--- config.mk ---
export PLATFORM = sky130hd
export DESIGN_NAME = rlc_compressor
export DESIGN_NICKNAME = d
export VERILOG_FILES = /design/src/rtl/rlc_pkg.sv /design/src/rtl/rlc_change_detect.sv /design/src/rtl/rlc_run_state.sv /design/src/rtl/rlc_record_out.sv /design/src/rtl/rlc_compressor.sv
export SDC_FILE = /design/constraint.sdc
export NUM_CORES = 1
export LEC_CHECK = 0
export ABC_AREA = 1
export BUFFER_PORTS_ARGS = -buffer_cell sky130_fd_sc_hd__buf_2
export CORE_MARGIN = 2
export CORE_UTILIZATION = 40
export CTS_CLUSTER_DIAMETER = 80
export DETAILED_ROUTE_END_ITERATION = 12
export PLACE_DENSITY = 0.68
export SKIP_LAST_GASP = 1
export SLEW_MARGIN = 20
export SYNTH_ARGS = -nofsm -noshare
export SYNTH_HDL_FRONTEND = slang
export SYNTH_SLANG_ARGS = --single-unit
--- constraint.sdc ---
create_clock -name clk -period 2.7 [get_ports clk]
set_input_delay 0.405 -clock clk [delete_from_list [all_inputs] [get_ports clk]]
set_output_delay 0.405 -clock clk [all_outputs]
set_load 0.01 [all_outputs]
--- src/rtl/rlc_pkg.sv ---
package rlc_pkg;

  localparam int DEF_DATA_W = 16;
  localparam int DEF_CNT_W  = 16;

  // A field width is legal when it is a positive whole number of bytes.
  function automatic bit width_ok(input int w);
    return (w > 0) && ((w % 8) == 0);
  endfunction

endpackage

--- src/rtl/rlc_change_detect.sv ---
module rlc_change_detect #(
  parameter int DATA_W = rlc_pkg::DEF_DATA_W,
  parameter int CNT_W  = rlc_pkg::DEF_CNT_W
) (
  input  logic              live,
  input  logic              en,
  input  logic              flush,
  input  logic [DATA_W-1:0] din,
  input  logic [DATA_W-1:0] held,
  input  logic [CNT_W-1:0]  cnt,
  output logic              diff,
  output logic              at_max,
  output logic              emit,
  output logic              start,
  output logic              bump
);

  localparam logic [CNT_W-1:0] CNT_MAX = '1;

  function automatic logic is_full(input logic [CNT_W-1:0] c);
    return c == CNT_MAX;
  endfunction

  always_comb begin
    diff   = live && en && (din != held);
    at_max = live && en && (din == held) && is_full(cnt);
    emit   = live && (flush || diff || at_max);
    start  = en && (emit || !live);
    bump   = en && live && !emit;
  end

endmodule

--- src/rtl/rlc_run_state.sv ---
module rlc_run_state #(
  parameter int DATA_W = rlc_pkg::DEF_DATA_W,
  parameter int CNT_W  = rlc_pkg::DEF_CNT_W
) (
  input  logic              clk,
  input  logic              rst_n,
  input  logic              en,
  input  logic [DATA_W-1:0] din,
  input  logic              emit,
  input  logic              start,
  input  logic              bump,
  output logic              live,
  output logic [DATA_W-1:0] held,
  output logic [CNT_W-1:0]  cnt
);

  localparam logic [CNT_W-1:0] CNT_ONE = CNT_W'(1);

  function automatic logic [CNT_W-1:0] step(input logic [CNT_W-1:0] c);
    return c + CNT_ONE;
  endfunction

  always_ff @(posedge clk or negedge rst_n) begin
    if (!rst_n) begin
      live <= 1'b0;
      held <= '0;
      cnt  <= '0;
    end else if (start) begin
      live <= 1'b1;
      held <= din;
      cnt  <= CNT_ONE;
    end else if (bump) begin
      cnt  <= step(cnt);
    end else if (emit && !en) begin
      live <= 1'b0;
    end
  end

endmodule

--- src/rtl/rlc_record_out.sv ---
module rlc_record_out #(
  parameter int DATA_W = rlc_pkg::DEF_DATA_W,
  parameter int CNT_W  = rlc_pkg::DEF_CNT_W
) (
  input  logic                    clk,
  input  logic                    rst_n,
  input  logic                    emit,
  input  logic [DATA_W-1:0]       held,
  input  logic [CNT_W-1:0]        cnt,
  output logic                    rec_valid,
  output logic [CNT_W+DATA_W-1:0] rec_word
);

  function automatic logic [CNT_W+DATA_W-1:0] pack(
    input logic [CNT_W-1:0] c, input logic [DATA_W-1:0] d);
    return {c, d};
  endfunction

  always_ff @(posedge clk or negedge rst_n) begin
    if (!rst_n) begin
      rec_valid <= 1'b0;
      rec_word  <= '0;
    end else begin
      rec_valid <= emit;
      if (emit) rec_word <= pack(cnt, held);
    end
  end

endmodule

--- src/rtl/rlc_compressor.sv ---
module rlc_compressor #(
  parameter int DATA_W = rlc_pkg::DEF_DATA_W,
  parameter int CNT_W  = rlc_pkg::DEF_CNT_W
) (
  input  logic                    clk,
  input  logic                    rst_n,
  input  logic                    sample_en,
  input  logic [DATA_W-1:0]       sample_in,
  input  logic                    flush,
  output logic                    rec_valid,
  output logic [CNT_W+DATA_W-1:0] rec_word
);

  generate
    if (!rlc_pkg::width_ok(DATA_W) || !rlc_pkg::width_ok(CNT_W)) begin : g_bad_width
      initial $fatal(1, "rlc_compressor: DATA_W and CNT_W must be multiples of 8");
    end
  endgenerate

  logic              live;
  logic [DATA_W-1:0] held;
  logic [CNT_W-1:0]  cnt;
  logic              ev_diff;
  logic              ev_full;
  logic              ev_emit;
  logic              ev_start;
  logic              ev_bump;

  rlc_change_detect #(.DATA_W(DATA_W), .CNT_W(CNT_W)) u_detect (
    .live   (live),
    .en     (sample_en),
    .flush  (flush),
    .din    (sample_in),
    .held   (held),
    .cnt    (cnt),
    .diff   (ev_diff),
    .at_max (ev_full),
    .emit   (ev_emit),
    .start  (ev_start),
    .bump   (ev_bump)
  );

  rlc_run_state #(.DATA_W(DATA_W), .CNT_W(CNT_W)) u_state (
    .clk   (clk),
    .rst_n (rst_n),
    .en    (sample_en),
    .din   (sample_in),
    .emit  (ev_emit),
    .start (ev_start),
    .bump  (ev_bump),
    .live  (live),
    .held  (held),
    .cnt   (cnt)
  );

  rlc_record_out #(.DATA_W(DATA_W), .CNT_W(CNT_W)) u_out (
    .clk       (clk),
    .rst_n     (rst_n),
    .emit      (ev_emit),
    .held      (held),
    .cnt       (cnt),
    .rec_valid (rec_valid),
    .rec_word  (rec_word)
  );

endmodule

==> results.sh, run 1 <==
export IMPL_gr_usage_all_layers_pct=17.2
export IMPL_synth_edf_count=0
export IMPL_yosysTopAreaCellShare_pct=53.7
export IMPL_syn_nets=401
export IMPL_synth_avg_cell_area_um2=8.09
export IMPL_place_area_um2=3430
export IMPL_hold_path_class="in -> async"
export IMPL_synth_compound_area_share_pct=7.73
export IMPL_ys_seq_area_share_pct=53.7
export IMPL_synth_cell_types=24
export IMPL_synth_area_leaders="dfrtp_1, nand2_1, inv_1"
export IMPL_synth_area_leader_cell="dfrtp_1"
export IMPL_period_share_pct=87.8
export IMPL_worst_ep_arrival_time_ns=2.62
export IMPL_switching_share_pct=27.1
export IMPL_drc=0
export IMPL_start_util_pct=42.0
export IMPL_hpwlAfterDp_mm=4.54
export IMPL_finalMaxSlewViolations=0
export IMPL_cts_tree="done"
export IMPL_synth_async_reset_ratio_pct=100
export IMPL_synth_xor_area_share_pct=3.13
export IMPL_reg2reg_depth=10
export IMPL_slew_headroom_pct=63.0
export IMPL_finalSetupViolCount=0
export IMPL_critPathMaxStageDelay_ns=0.41
export IMPL_required_ns=2.95
export IMPL_ys_warn_count=0
export IMPL_clock_skew_ns=0.0108
export IMPL_synthAdderAreaFrac_pct=0.407
export IMPL_fp_dieArea_um2=8410
export IMPL_first_pass_iters=4
export IMPL_design_area_um2=3650
export IMPL_clk_latency_ns=0.34
export IMPL_final_antenna_net_count=0
export IMPL_switching_power_uw=650
export IMPL_wl_per_cell_um=12.3
export IMPL_muxShareOfSynthArea_pct=0
export IMPL_detail_route_vias_per_cell=4.66
export IMPL_overflow=0
export IMPL_outcome="finished, final reports clean"
export IMPL_synth_flop_cell="dfrtp_1"
export IMPL_tns_ns=0
export IMPL_r2r_start="u_state.cnt[0]$_DFFE_PN0P_"
export IMPL_drt_wl_total_mm=6.60
export IMPL_cts_root_buf="clkbuf_8"
export IMPL_irDropWorstVdd_v=0.000243
export IMPL_netlist_area_um2=3080
export IMPL_fill_cells=706
export IMPL_cts_resized=0
export IMPL_internal_power_uw=1750
export IMPL_rows=31
export IMPL_yosys_area_share_simple_pct=26.6
export IMPL_start_kind="flip-flop"
export IMPL_crit_family="simple AND/OR/NAND/NOR gates"
export IMPL_drv_cap=0
export IMPL_clockBufferDepth=2
export IMPL_syn_inst=380
export IMPL_synth_top_family_by_area="simple AND/OR/NAND/NOR gates"
export IMPL_fmax_mhz=422
export IMPL_final_layout_size_suffix_gt1_share_pct=19.4
export IMPL_grt_antenna_before_repair=0
export IMPL_core_area_um2=7330
export IMPL_cts_made_buffers=9
export IMPL_htree_num_levels=3
export IMPL_seq_power_share_pct=47.5
export IMPL_leakage_uw=0.00198
export IMPL_post_route_min_period_ns=2.37
export IMPL_cp_end_kind="flip-flop"
export IMPL_reg2reg_to="u_out.rec_word[15]$_DFFE_PN0P_"
export IMPL_rsz0062_at_grt="false"
export IMPL_slowest_stage="dfrtp_1"
export IMPL_die_w_um=91.7
export IMPL_grt_pass1_wl_mm=11.5
export IMPL_ctsHoldBuffers=0
export IMPL_grt_max_degree=67
export IMPL_cts_sinks=66
export IMPL_hold_violations=0
export IMPL_first_iter_violations=135
export IMPL_place_congestion=0.793
export IMPL_tightest_slew_ns=0.553
export IMPL_grt_pass1_vias=2493
export IMPL_p_per_area_nw_per_um2=657
export IMPL_combPwrFrac_pct=14.4
export IMPL_ys_ff_latch=66
export IMPL_n_antenna_cell=0
export IMPL_path_cells="ha_1 > nand3_1 > nor3_2 > nand3_1 > nand3_1 > nand2_2 > nand2_2 > nand2_2 > buf_12 > o21ai_0"
export IMPL_nets=454
export IMPL_via_count=2502
export IMPL_timing_worst_setup_path_type="reg -> reg"
export IMPL_critPathBufInv=1
export IMPL_r2r_setup_slack_ns=0.33
export IMPL_clock_power_share_pct=38.1
export IMPL_die_h_um=91.7
export IMPL_portBuffers=52
export IMPL_area_delta_synth_final_pct=18.7
export IMPL_cts_clk_slew_worst_paths_ns=0.07
export IMPL_critPathMaxFanout=30
export IMPL_cts_setup_buffers=0
export IMPL_num_io_pins=53
[stage by stage]
step           hold WS (ns)  std cells  power [µW]  utilization [%]  setup WS (ns)
2_1_floorplan         0.109        380        1360                -          0.993
3_3_place_gp          0.448        521        1500             46.8          0.377
3_5_place_dp          0.448        521        1510             46.8          0.347
4_1_cts              0.0854        537        2420             49.8          0.300
5_1_grt               0.102        537        2530             49.8         0.0686
6_report             0.0686        537        2400             49.8          0.330
[power by group through the flow]
stage          registers, µW  logic, µW  clock network [µW]
3_5_place_dp            1160        352                   0
2_1_floorplan           1170        188                   0
6_report                1140        346                 913
4_1_cts                 1140        353                 930
5_1_grt                 1150        401                 976
3_3_place_gp            1160        346                   0
[area by class of cell]
| type | instances | area [µm²] | share of cell area, % |
|---|---|---|---|
| sequential | 66 | 1650 | 45.2 |
| multi-input combinational | 253 | 1160 | 31.9 |
| timing repair buffer | 56 | 315 | 8.64 |
| inverter | 47 | 176 | 4.83 |
| clock buffer | 11 | 141 | 3.87 |
| tap | 99 | 124 | 3.39 |
| clock inverter | 5 | 77.6 | 2.12 |
[per-layer routing]
layer / wire length [µm] / global-route usage (%)
met1: 3160 / 23.8
met2: 3020 / 25.4
met3: 244 / 3.37
met4: 175 / 9.09
met5: 0 / 0
[logic make-up after synthesis]
kind of cell	Yosys count
and+or+nand+nor	198
DFF	66
buffers and inverters	61
AOI/OAI and AO/OA	43
xor gates and xnor gates	11
adders and majority gates	1
[Yosys cell counts, types with 2 or more instances]
library cell  number
o21ai_0           17
nand2_1          146
o21ai_1            5
nand3_1           24
a21oi_1           14
o21ai_2            5
xor2_1            11
clkbuf_1           5
buf_2              6
inv_1             46
nand2_2            4
buf_6              3
nand4_1            2
nor2_1            17
dfrtp_1           66
[registers in the layout (all words and copies together), names as in the netlist]
signal,flops
u_out.rec_word,32
u_state.held,16
u_state.live,1
u_state.cnt,16
u_out.rec_valid,1
[worst reg2reg max path: cells and delay by family, from the launching register on]
family	cells	cell delay [ns]
simple gates	7	1.16
flops	1	0.41
buf+inv	1	0.30
fa+ha+maj	1	0.20
compound gates	1	0.20
[placed cells by master, fill, tap and decap left out, types with 4 or more instances in the layout]
cell type / count
nand2_1: 146
dfrtp_1: 66
buf_2: 52
inv_1: 46
nand3_1: 24
nor2_1: 17
o21ai_0: 17
a21oi_1: 14
xor2_1: 11
clkbuf_8: 10
o21ai_2: 5
o21ai_1: 5
nand2_2: 4
[how the worst max path moves through the flow]
stage,from,endpoint,slack [ns],depth (start not counted)
CTS,u_state.cnt[0]$_DFFE_PN0P_,u_out.rec_word[15]$_DFFE_PN0P_,0.30,10
global placement,u_state.cnt[0]$_DFFE_PN0P_,u_out.rec_word[15]$_DFFE_PN0P_,0.38,11
detailed placement,u_state.cnt[0]$_DFFE_PN0P_,u_out.rec_word[14]$_DFFE_PN0P_,0.35,11
floorplan,u_state.cnt[0]$_DFFE_PN0P_,u_out.rec_word[27]$_DFFE_PN0P_,0.99,12
global route,u_state.cnt[0]$_DFFE_PN0P_,u_out.rec_word[15]$_DFFE_PN0P_,0.07,10
finish,u_state.cnt[0]$_DFFE_PN0P_,u_out.rec_word[15]$_DFFE_PN0P_,0.33,10
(Power assumes the default switching activity.)
==> inputs of run 2 (changes only) <==
--- a/config.mk
+++ b/config.mk
@@ -5,8 +5,9 @@
 export SDC_FILE = /design/constraint.sdc
 export NUM_CORES = 1
 export LEC_CHECK = 0
-export ABC_AREA = 1
+export ABC_AREA = 0
 export BUFFER_PORTS_ARGS = -buffer_cell sky130_fd_sc_hd__buf_2
+export CAP_MARGIN = 40
 export CORE_MARGIN = 2
 export CORE_UTILIZATION = 40
 export CTS_CLUSTER_DIAMETER = 80
==> run 2 against run 1 <==
Effect of this change: fmax up 4.3%; final cell count fell by 7.8%; critical path depth decreased by 4; sequential share of layout area down 4.8 points; critical path type unchanged; critical endpoint is now u_state.held[11]$_DFFE_PN0P_; largest cell class is now multi-input gates; largest power group unchanged.
==> results.sh, run 2 <==
export IMPL_critical_path_startpoint="u_state.held[3]$_DFFE_PN0P_"
export IMPL_regArea_um2=1650
export IMPL_cp_end_kind="flip-flop"
export IMPL_nets=403
export IMPL_ys_seq_area_share_pct=47.5
export IMPL_synth_area_leader_cell="dfrtp_1"
export IMPL_synth_cell_types=39
export IMPL_syn_inst=335
export IMPL_combPwrFrac_pct=14.5
export IMPL_leakage_uw=0.00178
export IMPL_core_area_um2=8590
export IMPL_first_iter_violations=152
export IMPL_synth_async_reset_ratio_pct=100
export IMPL_cts_made_buffers=9
export IMPL_wl_per_cell_um=16.6
export IMPL_clock_power_share_pct=38.4
export IMPL_path_cells="xor2_1 > nor4_1 > and3_1 > a31oi_4 > buf_16 > mux2_1"
export IMPL_area_delta_synth_final_pct=17.3
export IMPL_final_cell_mix="dfrtp_1, buf_2, nand2_1"
export IMPL_final_layout_size_suffix_gt1_share_pct=23.5
export IMPL_multi_input_area_um2=1690
export IMPL_final_antenna_net_count=0
export IMPL_ys_warn_count=0
export IMPL_start_kind="flip-flop"
export IMPL_outcome="finished, final reports clean"
export IMPL_netlist_area_um2=3480
export IMPL_drc=0
export IMPL_cts_resized=0
export IMPL_cts_tree="done"
export IMPL_holdWs_ns=0.300
export IMPL_cts_setup_buffers=0
export IMPL_critPathMaxFanout=16
export IMPL_num_io_pins=53
export IMPL_seq_power_share_pct=47.2
export IMPL_cts_clk_slew_worst_paths_ns=0.08
export IMPL_clk_latency_ns=0.34
export IMPL_ctsHoldBuffers=1
export IMPL_n_antenna_cell=0
export IMPL_period_share_pct=84.2
export IMPL_r2r_start="u_state.held[3]$_DFFE_PN0P_"
export IMPL_reg_top3="u_out.rec_word (32), u_state.cnt (16), u_state.held (16)"
export IMPL_portBuffers=52
export IMPL_synth_area_leaders="dfrtp_1, a221o_1, a22oi_1"
export IMPL_via_count=2822
export IMPL_required_ns=2.92
export IMPL_worst_ep_arrival_time_ns=2.49
export IMPL_ys_ff_latch=66
export IMPL_detail_route_vias_per_cell=5.70
export IMPL_post_route_min_period_ns=2.27
export IMPL_grt_max_degree=34
export IMPL_rows=34
export IMPL_critPathMaxStageDelay_ns=0.43
export IMPL_slowest_stage="dfrtp_1"
export IMPL_p_per_area_nw_per_um2=588
export IMPL_internal_power_uw=1760
export IMPL_synth_avg_cell_area_um2=10.4
export IMPL_fill_cells=833
export IMPL_synth_edf_count=0
export IMPL_netlist_top_cells_count="dfrtp_1, nand2_1, o21ai_0, a221o_1, a22oi_1"
export IMPL_irDropWorstVdd_v=0.000442
export IMPL_place_ws_ns=0.245
export IMPL_start_util_pct=40.5
export IMPL_grt_pass1_vias=2724
export IMPL_drt_wl_total_mm=8.24
export IMPL_synth_most_common_cell="dfrtp_1"
export IMPL_critPathBufInv=1
export IMPL_switching_share_pct=26.5
export IMPL_fmax_mhz=440
export IMPL_grt_pass1_wl_mm=13.9
export IMPL_clockBufferDepth=2
export IMPL_clock_skew_ns=0.0113
export IMPL_final_common_cell="dfrtp_1"
export IMPL_tns_ns=0
export IMPL_cts_sinks=66
export IMPL_overflow=0
export IMPL_fp_dieArea_um2=9460
export IMPL_drv_cap=0
export IMPL_first_pass_iters=5
export IMPL_hold_path_class="in -> reg"
export IMPL_timing_worst_setup_path_type="reg -> reg"
export IMPL_finalSetupViolCount=0
export IMPL_regMostFlops="u_out.rec_word"
export IMPL_slew_headroom_pct=67.0
export IMPL_yosysTopAreaCellShare_pct=47.5
export IMPL_die_w_um=97.3
export IMPL_hold_violations=0
export IMPL_switching_power_uw=636
export IMPL_tightest_slew_ns=0.494
export IMPL_place_congestion=0.754
export IMPL_synth_flop_cell="dfrtp_1"
export IMPL_cts_root_buf="clkbuf_8"
export IMPL_hpwlAfterDp_mm=5.32
export IMPL_rsz0062_at_grt="false"
export IMPL_gr_usage_all_layers_pct=18.3
export IMPL_finalMaxSlewViolations=0
export IMPL_die_h_um=97.3
export IMPL_htree_num_levels=3
export IMPL_hold_start="sample_in[14]"
export IMPL_fin_ws_ns=0.428
export IMPL_crit_family="simple AND/OR/NAND/NOR gates"
export IMPL_largest_register_ffs=32
export IMPL_grt_antenna_before_repair=0
export IMPL_syn_nets=356
## run 2: cell types whose count changed after synthesis, moves of 7 or more
cell / delta
a21oi_1: -13
a221o_1: +32
a22oi_1: +32
and3_1: +8
clkbuf_1: +10
inv_1: -45
mux2_1: +9
mux2_2: +7
nand2_1: -105
nand3_1: -18
o21ai_0: +16
xnor2_1: +9
## run 2: worst paths after layout
kind,end,slack [ns],cells past startpoint
min in group asynchronous,u_out.rec_word[3]$_DFFE_PN0P_,0.53,2
setup reg to reg,u_state.held[11]$_DFFE_PN0P_,0.43,6
hold / removal,u_state.held[14]$_DFFE_PN0P_,0.30,2
setup / recovery,u_state.held[11]$_DFFE_PN0P_,0.43,6
max in group asynchronous,u_out.rec_word[16]$_DFFE_PN0P_,1.44,3
hold reg to reg,u_out.rec_word[26]$_DFFE_PN0P_,0.54,1
## run 2: stage by stage
step | instances | total power (µW) | util [%] | instance area [µm²]
after floorplan | 335 | 1350 | - | 3480
final | 495 | 2400 | 47.5 | 4080
after detailed placement | 477 | 1490 | 44.5 | 3820
after global routing | 495 | 2510 | 47.5 | 4080
after CTS | 494 | 2420 | 47.2 | 4050
after global placement | 477 | 1480 | 44.5 | 3820
## run 2: worst register-to-register path, stage by stage, from the launching register on
cell	delay (ns)
dfrtp_1	0.43
xor2_1	0.18
nor4_1	0.43
and3_1	0.35
a31oi_4	0.21
buf_16	0.24
mux2_1	0.32
## run 2: final cells by class
type / count / share of cell area, %
Sequential cell: 66 / 40.5
Tap cell: 108 / 3.31
Clock inverter: 5 / 1.90
Multi-Input combinational cell: 240 / 41.4
Inverter: 2 / 0.184
Clock buffer: 11 / 3.46
Timing Repair Buffer: 63 / 9.26
## run 2: layer usage
layer / GRT usage, % / up-vias / part of all wire [%]
met5: 0 / - / 0
met4: 5.13 / 0 / 0.56
met1: 23.8 / 1381 / 45
met3: 5.40 / 4 / 6.1
li1: - / 1359 / -
met2: 29.9 / 78 / 48
## run 2: power groups by stage
stage	registers (µW)	logic [µW]	clock network (µW)
global route	1140	384	987
detailed placement	1150	347	0
floorplan	1160	190	0
CTS	1130	347	940
global placement	1150	339	0
finish	1130	347	920
## run 2: cells by family after synthesis
logic type	after synthesis	synth area share [%]
XOR/XNOR	26	6.54
multiplexers	17	5.47
buffers and inverters	29	4.17
adder cells (fa/ha/maj)	1	0.360
AO/OA/AOI/OAI	107	23.5
AND/OR/NAND/NOR	89	12.5
flip-flops	66	47.5
